## config.mk

```make
export PLATFORM = sky130hd
export DESIGN_NAME = llrsv_unit
export DESIGN_NICKNAME = d
export VERILOG_FILES = /design/src/rtl/llrsv_pkg.sv /design/src/rtl/llrsv_store.sv /design/src/rtl/llrsv_ctrl.sv /design/src/rtl/llrsv_unit.sv
export SDC_FILE = /design/constraint.sdc
export NUM_CORES = 1
export LEC_CHECK = 0
export ABC_AREA = 0
export BUFFER_PORTS_ARGS = -buffer_cell sky130_fd_sc_hd__buf_4
export CORE_MARGIN = 3
export CORE_UTILIZATION = 55
export DETAILED_ROUTE_END_ITERATION = 8
export PLACE_DENSITY = 0.86
export SETUP_SLACK_MARGIN = 0.02
export SYNTH_ARGS = -nofsm -noshare
export SYNTH_HDL_FRONTEND = slang
export SYNTH_SLANG_ARGS = --single-unit
```

## constraint.sdc

```tcl
create_clock -name clk -period 5.81 [get_ports clk]
set_input_delay 0.581 -clock clk [delete_from_list [all_inputs] [get_ports clk]]
set_output_delay 0.581 -clock clk [all_outputs]
set_load 0.03 [all_outputs]
```

## src/rtl/llrsv_pkg.sv

```systemverilog
package llrsv_pkg;

    typedef enum logic [1:0] {
        OP_LL  = 2'd0,
        OP_SC  = 2'd1,
        OP_ST  = 2'd2,
        OP_ST3 = 2'd3
    } core_op_e;

    typedef enum logic [1:0] {
        CK_NONE = 2'd0,
        CK_LL   = 2'd1,
        CK_SC   = 2'd2,
        CK_WR   = 2'd3
    } cmd_kind_e;

    typedef enum logic [1:0] {
        ST_IDLE,
        ST_SEND,
        ST_WAIT,
        ST_RESP
    } fsm_state_e;

    localparam logic [1:0] FLITS_ONE = 2'd1;
    localparam logic [1:0] FLITS_TWO = 2'd2;

    localparam logic MEM_FAIL = 1'b1;

    // memory code 0 = success; invert when the core wants nonzero = success
    function automatic logic core_status(input logic mem_code, input logic nz_ok);
        return mem_code ^ nz_ok;
    endfunction

endpackage

```

## src/rtl/llrsv_store.sv

```systemverilog
module llrsv_store #(
    parameter int ADDR_W = 40,
    parameter int KEY_W  = 32,
    parameter int LIFE_W = 31
) (
    input  logic              clk,
    input  logic              rst,
    input  logic              set_i,
    input  logic [ADDR_W-1:0] set_addr_i,
    input  logic [KEY_W-1:0]  set_key_i,
    input  logic              clr_i,
    input  logic [ADDR_W-1:0] probe_addr_i,
    output logic              hit_o,
    output logic [KEY_W-1:0]  key_o
);
    localparam logic [LIFE_W-1:0] AGE_LAST = {LIFE_W{1'b1}};

    logic              valid_q;
    logic [ADDR_W-1:0] addr_q;
    logic [KEY_W-1:0]  key_q;
    logic [LIFE_W-1:0] age_q;

    assign hit_o = valid_q && (addr_q == probe_addr_i);
    assign key_o = key_q;

    // priority: new reservation > explicit clear > timeout
    always_ff @(posedge clk) begin
        if (rst) begin
            valid_q <= 1'b0;
            addr_q  <= '0;
            key_q   <= '0;
            age_q   <= '0;
        end else if (set_i) begin
            valid_q <= 1'b1;
            addr_q  <= set_addr_i;
            key_q   <= set_key_i;
            age_q   <= '0;
        end else if (clr_i) begin
            valid_q <= 1'b0;
        end else if (valid_q) begin
            if (age_q == AGE_LAST) begin
                valid_q <= 1'b0;
            end
            age_q <= age_q + 1'b1;
        end
    end

    AST_SET_FRESH: assert property (@(posedge clk) disable iff (rst)
        set_i |=> (valid_q && age_q == '0 && key_q == $past(set_key_i))) else $error("set");
    AST_AGE_LIMIT: assert property (@(posedge clk) disable iff (rst)
        (valid_q && age_q == AGE_LAST && !set_i) |=> !valid_q) else $error("age");
    AST_CLR_DROPS: assert property (@(posedge clk) disable iff (rst)
        (clr_i && !set_i) |=> !valid_q) else $error("clr");
endmodule

```

## src/rtl/llrsv_ctrl.sv

```systemverilog
module llrsv_ctrl
    import llrsv_pkg::*;
#(
    parameter int ADDR_W = 40,
    parameter int KEY_W  = 32,
    parameter int DATA_W = 32
) (
    input  logic              clk,
    input  logic              rst,
    input  logic              cfg_succ_nonzero,
    input  logic              req_valid,
    output logic              req_ready,
    input  logic [1:0]        req_op,
    input  logic [ADDR_W-1:0] req_addr,
    input  logic [DATA_W-1:0] req_wdata,
    output logic              rsp_valid,
    output logic [DATA_W-1:0] rsp_data,
    output logic              cmd_valid,
    input  logic              cmd_ready,
    output logic [1:0]        cmd_kind,
    output logic [1:0]        cmd_flits,
    output logic [ADDR_W-1:0] cmd_addr,
    output logic [KEY_W-1:0]  cmd_key,
    output logic [DATA_W-1:0] cmd_wdata,
    input  logic              mem_valid,
    input  logic [DATA_W-1:0] mem_data,
    input  logic [KEY_W-1:0]  mem_key,
    input  logic              resv_hit,
    input  logic [KEY_W-1:0]  resv_key,
    output logic              resv_set,
    output logic [ADDR_W-1:0] resv_set_addr,
    output logic [KEY_W-1:0]  resv_set_key,
    output logic              resv_clr
);
    typedef struct packed {
        cmd_kind_e         kind;
        logic [1:0]        flits;
        logic [ADDR_W-1:0] addr;
        logic [KEY_W-1:0]  key;
        logic [DATA_W-1:0] data;
    } cmd_desc_t;

    fsm_state_e        state_q;
    core_op_e          op_q;
    core_op_e          op_in;
    cmd_desc_t         cmd_q;
    logic [DATA_W-1:0] rsp_q;
    logic              accept;

    assign op_in  = core_op_e'(req_op);
    assign accept = req_valid && (state_q == ST_IDLE);

    assign req_ready = (state_q == ST_IDLE);
    assign cmd_valid = (state_q == ST_SEND);
    assign rsp_valid = (state_q == ST_RESP);
    assign rsp_data  = rsp_q;
    assign cmd_kind  = cmd_q.kind;
    assign cmd_flits = cmd_q.flits;
    assign cmd_addr  = cmd_q.addr;
    assign cmd_key   = cmd_q.key;
    assign cmd_wdata = cmd_q.data;

    assign resv_clr      = accept && (op_in != OP_LL) && resv_hit;
    assign resv_set      = (state_q == ST_WAIT) && mem_valid && (op_q == OP_LL);
    assign resv_set_addr = cmd_q.addr;
    assign resv_set_key  = mem_key;

    always_ff @(posedge clk) begin
        if (rst) begin
            state_q <= ST_IDLE;
            op_q    <= OP_LL;
            cmd_q   <= '0;
            rsp_q   <= '0;
        end else begin
            case (state_q)
                ST_IDLE: begin
                    if (req_valid) begin
                        op_q       <= op_in;
                        cmd_q.addr <= req_addr;
                        case (op_in)
                            OP_LL: begin
                                state_q     <= ST_SEND;
                                cmd_q.kind  <= CK_LL;
                                cmd_q.flits <= FLITS_ONE;
                                cmd_q.key   <= '0;
                                cmd_q.data  <= '0;
                            end
                            OP_SC: begin
                                if (resv_hit) begin
                                    state_q     <= ST_SEND;
                                    cmd_q.kind  <= CK_SC;
                                    cmd_q.flits <= FLITS_TWO;
                                    cmd_q.key   <= resv_key;
                                    cmd_q.data  <= req_wdata;
                                end else begin
                                    state_q <= ST_RESP;
                                    rsp_q   <= {{(DATA_W-1){1'b0}},
                                                core_status(MEM_FAIL, cfg_succ_nonzero)};
                                end
                            end
                            default: begin
                                state_q     <= ST_SEND;
                                cmd_q.kind  <= CK_WR;
                                cmd_q.flits <= FLITS_ONE;
                                cmd_q.key   <= '0;
                                cmd_q.data  <= req_wdata;
                            end
                        endcase
                    end
                end
                ST_SEND: begin
                    if (cmd_ready) begin
                        state_q <= ST_WAIT;
                    end
                end
                ST_WAIT: begin
                    if (mem_valid) begin
                        state_q <= ST_RESP;
                        case (op_q)
                            OP_LL:   rsp_q <= mem_data;
                            OP_SC:   rsp_q <= {{(DATA_W-1){1'b0}},
                                               core_status(mem_data[0], cfg_succ_nonzero)};
                            default: rsp_q <= '0;
                        endcase
                    end
                end
                default: state_q <= ST_IDLE;
            endcase
        end
    end

    AST_CMD_HOLD: assert property (@(posedge clk) disable iff (rst)
        (cmd_valid && !cmd_ready) |=> (cmd_valid && $stable(cmd_addr) && $stable(cmd_kind)
                                       && $stable(cmd_key) && $stable(cmd_wdata))) else $error("hold");
    AST_RSP_PULSE: assert property (@(posedge clk) disable iff (rst)
        rsp_valid |=> !rsp_valid) else $error("pulse");
    AST_BUSY_NO_READY: assert property (@(posedge clk) disable iff (rst)
        (rsp_valid || cmd_valid) |-> !req_ready) else $error("busy");
    AST_SC_MISS_LOCAL: assert property (@(posedge clk) disable iff (rst)
        (accept && op_in == OP_SC && !resv_hit) |=> (rsp_valid && !cmd_valid)) else $error("miss");
    AST_SC_TWO_FLITS: assert property (@(posedge clk) disable iff (rst)
        (accept && op_in == OP_SC && resv_hit) |=> (cmd_valid && cmd_flits == 2'd2)) else $error("sc");
endmodule

```

## src/rtl/llrsv_unit.sv

```systemverilog
module llrsv_unit #(
    parameter int ADDR_W = 40,
    parameter int KEY_W  = 32,
    parameter int DATA_W = 32,
    parameter int LIFE_W = 31
) (
    input  logic              clk,
    input  logic              rst,
    input  logic              cfg_succ_nonzero,
    input  logic              req_valid,
    output logic              req_ready,
    input  logic [1:0]        req_op,
    input  logic [ADDR_W-1:0] req_addr,
    input  logic [DATA_W-1:0] req_wdata,
    output logic              rsp_valid,
    output logic [DATA_W-1:0] rsp_data,
    output logic              cmd_valid,
    input  logic              cmd_ready,
    output logic [1:0]        cmd_kind,
    output logic [1:0]        cmd_flits,
    output logic [ADDR_W-1:0] cmd_addr,
    output logic [KEY_W-1:0]  cmd_key,
    output logic [DATA_W-1:0] cmd_wdata,
    input  logic              mem_valid,
    input  logic [DATA_W-1:0] mem_data,
    input  logic [KEY_W-1:0]  mem_key
);
    logic              resv_hit;
    logic [KEY_W-1:0]  resv_key;
    logic              resv_set;
    logic [ADDR_W-1:0] resv_set_addr;
    logic [KEY_W-1:0]  resv_set_key;
    logic              resv_clr;

    llrsv_ctrl #(.ADDR_W(ADDR_W), .KEY_W(KEY_W), .DATA_W(DATA_W)) u_ctrl (
        .clk(clk), .rst(rst), .cfg_succ_nonzero(cfg_succ_nonzero),
        .req_valid(req_valid), .req_ready(req_ready), .req_op(req_op),
        .req_addr(req_addr), .req_wdata(req_wdata),
        .rsp_valid(rsp_valid), .rsp_data(rsp_data),
        .cmd_valid(cmd_valid), .cmd_ready(cmd_ready), .cmd_kind(cmd_kind),
        .cmd_flits(cmd_flits), .cmd_addr(cmd_addr), .cmd_key(cmd_key),
        .cmd_wdata(cmd_wdata),
        .mem_valid(mem_valid), .mem_data(mem_data), .mem_key(mem_key),
        .resv_hit(resv_hit), .resv_key(resv_key), .resv_set(resv_set),
        .resv_set_addr(resv_set_addr), .resv_set_key(resv_set_key),
        .resv_clr(resv_clr)
    );

    llrsv_store #(.ADDR_W(ADDR_W), .KEY_W(KEY_W), .LIFE_W(LIFE_W)) u_store (
        .clk(clk), .rst(rst),
        .set_i(resv_set), .set_addr_i(resv_set_addr), .set_key_i(resv_set_key),
        .clr_i(resv_clr), .probe_addr_i(req_addr),
        .hit_o(resv_hit), .key_o(resv_key)
    );
endmodule

```

# == After elaboration in Yosys (flattened, before gate mapping) ==
# Cells that the tools add are included.
# totals
register_bits,248
latch_bits,0
ram_bits,0
romBits,0
output_inout_bits,143
word_cells,66
n_memories,0
# classes
add_sub_neg,1
multipliers,0
n_div,0
order_cmp,0
n_eq_ne,13
n_shift,0
muxes,20
bitwise,3
n_reduce_logical,17
# ops
cell,n
$mux W32,4
$pmux W32 S2,2
$pmux W64 S2,1
$mux W64,1
$eq A40 B40 Y1,1
$add A31 B1 Y31 const B,1
$eq A31 B31 Y1 const B,1
$mux W2,5
$pmux W4 S2,1
$eq A2 B1 Y1 const B,3
$logic_and A1 B1 Y1,6
$logic_not A2 Y1,3
$ne A2 B1 Y1 const B,3
$ne A2 B2 Y1 const B,3
$pmux W2 S3,1
$reduce_and A3 Y1,2
$reduce_and A5 Y1,1
$eq A2 B2 Y1 const B,2
$mux W1,4
$mux W4,1
$reduce_and A2 Y1,2
$reduce_bool A2 Y1,2
$not A1 Y1,2
$reduce_or A2 Y1,1
$xor A1 B1 Y1,1

# == Longest topological paths before layout ==
# depth
depth_word,6
depth_mapped,10
depth_no_buf,8

# == By module ==
# A second synthesis with hierarchy kept.
# hier_totals
hier_cells,1213
hier_area_um2,10677.7
# by_module_without_submodules
module,instances,cells_each,area_per_inst_um2,seq_area_each_um2
llrsv_ctrl,1,739,6189.7,2862.7
llrsv_store,1,474,4488.1,2082.0

# == Worst setup path before layout ==
# OpenSTA, ideal clock, no wires.
# synth_path
path_kind,reg-to-reg
from,register u_ctrl.state_q[0]
to,register u_store.age_q[18]
t_arrival_ps,2258
path_slack_ps,3481
stages_incl_launch_ff,11
period_less_slack_ps,2329
path_cell_list,dfxtp_1 -> inv_1 -> ha_1 -> inv_1 -> nor2_1 -> o21ai_2 -> o21ai_2 -> buf_2 -> buf_4 -> o31ai_1 -> a21oi_1
# synth_via
elab_chain_cells,6
word_cells_on_any_way,10
# synth_rtl
element,line_no,rtl
from (decl),llrsv_ctrl.sv:43,fsm_state_e state_q;
from (signal assigned),llrsv_ctrl.sv:70,state_q <= ST_IDLE;
from (signal assigned),llrsv_ctrl.sv:82,state_q <= ST_SEND;
from (signal assigned),llrsv_ctrl.sv:90,state_q <= ST_SEND;
$logic_not A2 Y1,n/a,
named net req_ready,llrsv_unit.sv:11,"output logic req_ready,"
$logic_and A1 B1 Y1,llrsv_ctrl.sv:51,assign accept = req_valid && (state_q == ST_IDLE);
$logic_and A1 B1 Y1 (2 in series),llrsv_ctrl.sv:63,assign resv_clr = accept && (op_in != OP_LL) && resv_hit;
$not A1 Y1 (no source line),n/a,
$reduce_and A2 Y1 (no source line),n/a,
to (signal assigned),llrsv_store.sv:44,age_q <= age_q + 1'b1;
to (decl),llrsv_store.sv:21,logic [LIFE_W-1:0] age_q;
# The timed path passes the listed nets, and every way through them passes these cells.
# A chain may end at the register's enable or synchronous reset.

# == Worst setup path in the final report ==
# layout_path
from,register u_store.valid_q
to,register u_store.age_q[10]
# layout_via
elab_chain_cells,4
# layout_rtl
element,line_no,rtl
from (decl),llrsv_store.sv:18,logic valid_q;
from (signal assigned),llrsv_store.sv:29,valid_q <= 1'b0;
from (signal assigned),llrsv_store.sv:34,valid_q <= 1'b1;
from (signal assigned),llrsv_store.sv:39,valid_q <= 1'b0;
$logic_and A1 B1 Y1,llrsv_store.sv:23,assign hit_o = valid_q && (addr_q == probe_addr_i);
$logic_and A1 B1 Y1,llrsv_ctrl.sv:63,
$not A1 Y1 (no source line),n/a,
$reduce_and A2 Y1 (no source line) *,n/a,
# Every way passes the cells marked *; elsewhere a longest branch is shown, timed or not.

==> impl_metrics.toml <==
[floorplan]
rows = 47
die_h_um = 139
io_pins = 287
initial_core_util = 0.573
core_area_um2 = 16900
dieArea_um2 = 19200
die_x_um = 139

[timing]
tns_ns = 0
setup_viol = 0
hold_viol = 0
timing.final.max_slew_violations = 0
fin_crit_sh = 0.534
hold_ws_ns = 0.274
rsz0062_at_grt = "no"
relSlewSlack = 0.274
timing.final.crit_period_ns = 3.10
fmax_mhz = 322
tightest_slew_ns = 1.09
worst_clock_skew_ns = 0.0187

[global_route]
overflow = 0
grt_pass1_vias = 8705
grt_pass1_wl_mm = 42.8
grt_max_degree = 80
antenna_found_initial = 0
grt.total_usage = 0.262

[final_layout]
synthToLayoutAreaGrowth_pct = 31.1
final_area_um2 = 12700
fin_util = 0.751
diodes = 0
drive_gt1_frac = 0.255
nets = 1529

[power_and_ir_drop]
powerDensity_nw_per_um2 = 378
pwr-share-comb = 0.271
swShare = 0.333
vdd_drop_max_v = 0.000297
p_seq_frac = 0.403
p_int_uw = 3200
leakagePower_uw = 0.00502
power_switching_uw = 1600
clkPwrFrac = 0.326

[clock_tree]
tritoncts = "done"
cts_buffers = 25
cts_setup_buffers = 0
clockBufferDepth = 3
cts_resized = 0
clockRootBuffer = "clkbuf_16"
cts_sinks = 247
postCtsHoldBufs = 0
path_clk_slew_ns = 0.06
htreeDepth = 1
worstSkewPairLatency_ns = 0.53

[worst_hold_path]
hp-class = "in2reg"

[synth]
synth_warnings = 0
synth-seq-cells = 247
syn_area_um2 = 9680
syn-mean-instance-area_um2 = 8.53
syn_inst = 1134
yosysTopAreaCell = "dfxtp_1"
synth_top_area_frac = 0.511
synth.net_count = 1283
synth-seq-area-share = 0.511
synth.area.top_cells = "dfxtp_1 (51%), nand2_1 (12%), a21oi_1 (9.1%)"
synth_cell_types = 51

[worst_setup_path]
cp_data_required_time_ns = 6.27
rrSetupSlack_ns = 2.71
end_kind = "flip-flop"
worst-setup-path-type = "reg2reg"
worst_setup_path_start_kind = "flip-flop"
critPathArrivalTime_ns = 3.56
worstPathMaxFanout = 27

[placed_design]
post_dp_cell_area_um2 = 11900
hpwl_mm = 17.9
place_congestion = 0.865
io_buffer_count = 286

[route]
post_drt_wl_per_cell_um = 16.4
via_count = 8954
drc = 0
vias_per_cell = 5.53
postRouteWirelength_mm = 26.6
drtIter0Drc = 517
first_pass_iters = 5
antenna_left = 0

[run]
maxCapViolCount = 0

[outcome]
status = "finished, final reports clean"
## critical path, cell delays in order (launching register included)
cell	delay, ns
dfxtp_1	0.56
nand3_1	0.13
nor4_1	0.29
nand4_1	0.64
o21ai_2	1.03
o31ai_1	0.22
a21oi_1	0.16
## cell usage after synthesis, drive strengths merged
| cell type | instances |
|---|---|
| a22o | 33 |
| xnor2 | 35 |
| nand3 | 42 |
| or4 | 11 |
| a31o | 1 |
| mux2i | 33 |
| o221ai | 1 |
| nor3 | 3 |
| buf | 22 |
| o31ai | 11 |
| and4 | 1 |
| ha | 5 |
| o2111ai | 5 |
| nor2b | 1 |
| o21a | 1 |
| o211a | 2 |
| and3 | 10 |
| dfxtp | 247 |
| inv | 12 |
| nor2 | 17 |
| nand2b | 33 |
| and2 | 3 |
| o21ai | 18 |
| o2bb2ai | 1 |
| nand2 | 314 |
| clkinv | 2 |
| nand4 | 11 |
| or3 | 13 |
| a31oi | 2 |
| o211ai | 2 |
| a21oi | 175 |
| clkbuf | 54 |
| a21o | 1 |
| a211o | 1 |
| nor4 | 3 |
| xor2 | 8 |
## power by group through the flow
stage	logic, µW	clock network [µW]	registers (µW)
floorplan	714	0	2130
finish	1300	1560	1930
global route	1400	1650	1950
CTS	1300	1580	1930
global placement	1280	0	1960
detailed placement	1300	0	1970
## cells by family (layout without fill, tap and decap cells)
kind of cell | count (synthesis) | in the layout | synth area share
and+or+nand+nor | 462 | 462 | 0.215
muxes | 33 | 33 | 0.0341
buffers and inverters | 90 | 354 | 0.0396
adders and majority gates | 5 | 5 | 0.00647
DFF | 247 | 247 | 0.511
AOI/OAI and AO/OA | 254 | 254 | 0.155
xor gates and xnor gates | 43 | 43 | 0.0389
## worst paths after layout
path | startpoint | end | cells past startpoint
worst min-delay path | req_wdata[4] | u_ctrl.cmd_wdata[4]$_SDFFE_PP0P_ | 2
worst max register to register | u_store.valid_q$_SDFF_PP0_ | u_store.age_q[10]$_SDFFE_PP0P_ | 6
worst max-delay path | u_store.valid_q$_SDFF_PP0_ | u_store.age_q[10]$_SDFFE_PP0P_ | 6
worst min register to register | u_store.key_o[18]$_SDFFE_PP0P_ | u_store.key_o[18]$_SDFFE_PP0P_ | 2
## cell type report
type,count,area [µm²]
Sequential cell,247,4940
Timing Repair Buffer,295,2210
Fill cell,1199,4200
Tap cell,220,275
Clock inverter,9,71.3
Clock buffer,36,737
Inverter,14,52.6
Multi-Input combinational cell,797,4390
## routing by layer
metal  track usage  part of all wire  vias up
met5             0                 0        -
met4        0.0906             0.036        0
met3        0.0717             0.085       65
met2         0.461              0.49      353
met1         0.310              0.39     4195
li1              -                 -     4341
## cell usage in the layout, fill, tap and decap left out, types with 12 or more instances in the layout
| master | count |
|---|---|
| buf_4 | 295 |
| dfxtp_1 | 247 |
| nor2_1 | 14 |
| mux2i_1 | 33 |
| xnor2_1 | 35 |
| inv_1 | 12 |
| clkbuf_16 | 25 |
| a22o_1 | 33 |
| nand2_1 | 313 |
| a21oi_1 | 174 |
| nand2b_1 | 33 |
| o21ai_0 | 12 |
| or3_1 | 12 |
| nand3_1 | 41 |
## registers in the layout, summed over array words and instances, names as in the netlist
signal and cells:
u_store.age_q 31, u_store.valid_q 1, u_ctrl.rsp_data 32, u_ctrl.state_q 2, u_ctrl.cmd_flits 2, u_ctrl.cmd_key 32
u_ctrl.op_q 2, u_ctrl.cmd_wdata 32, u_ctrl.cmd_kind 1, u_store.key_o 32, u_ctrl.cmd_addr 40, u_store.addr_q 40
## through the flow
step	std cells	worst slack [ns]	total power, µW
after floorplan	1134	3.48	2850
after global placement	1573	2.27	3240
after detailed placement	1573	2.23	3270
after CTS	1618	2.71	4820
after global routing	1618	2.42	5000
final	1618	2.71	4800
(Power assumes the default switching activity.)
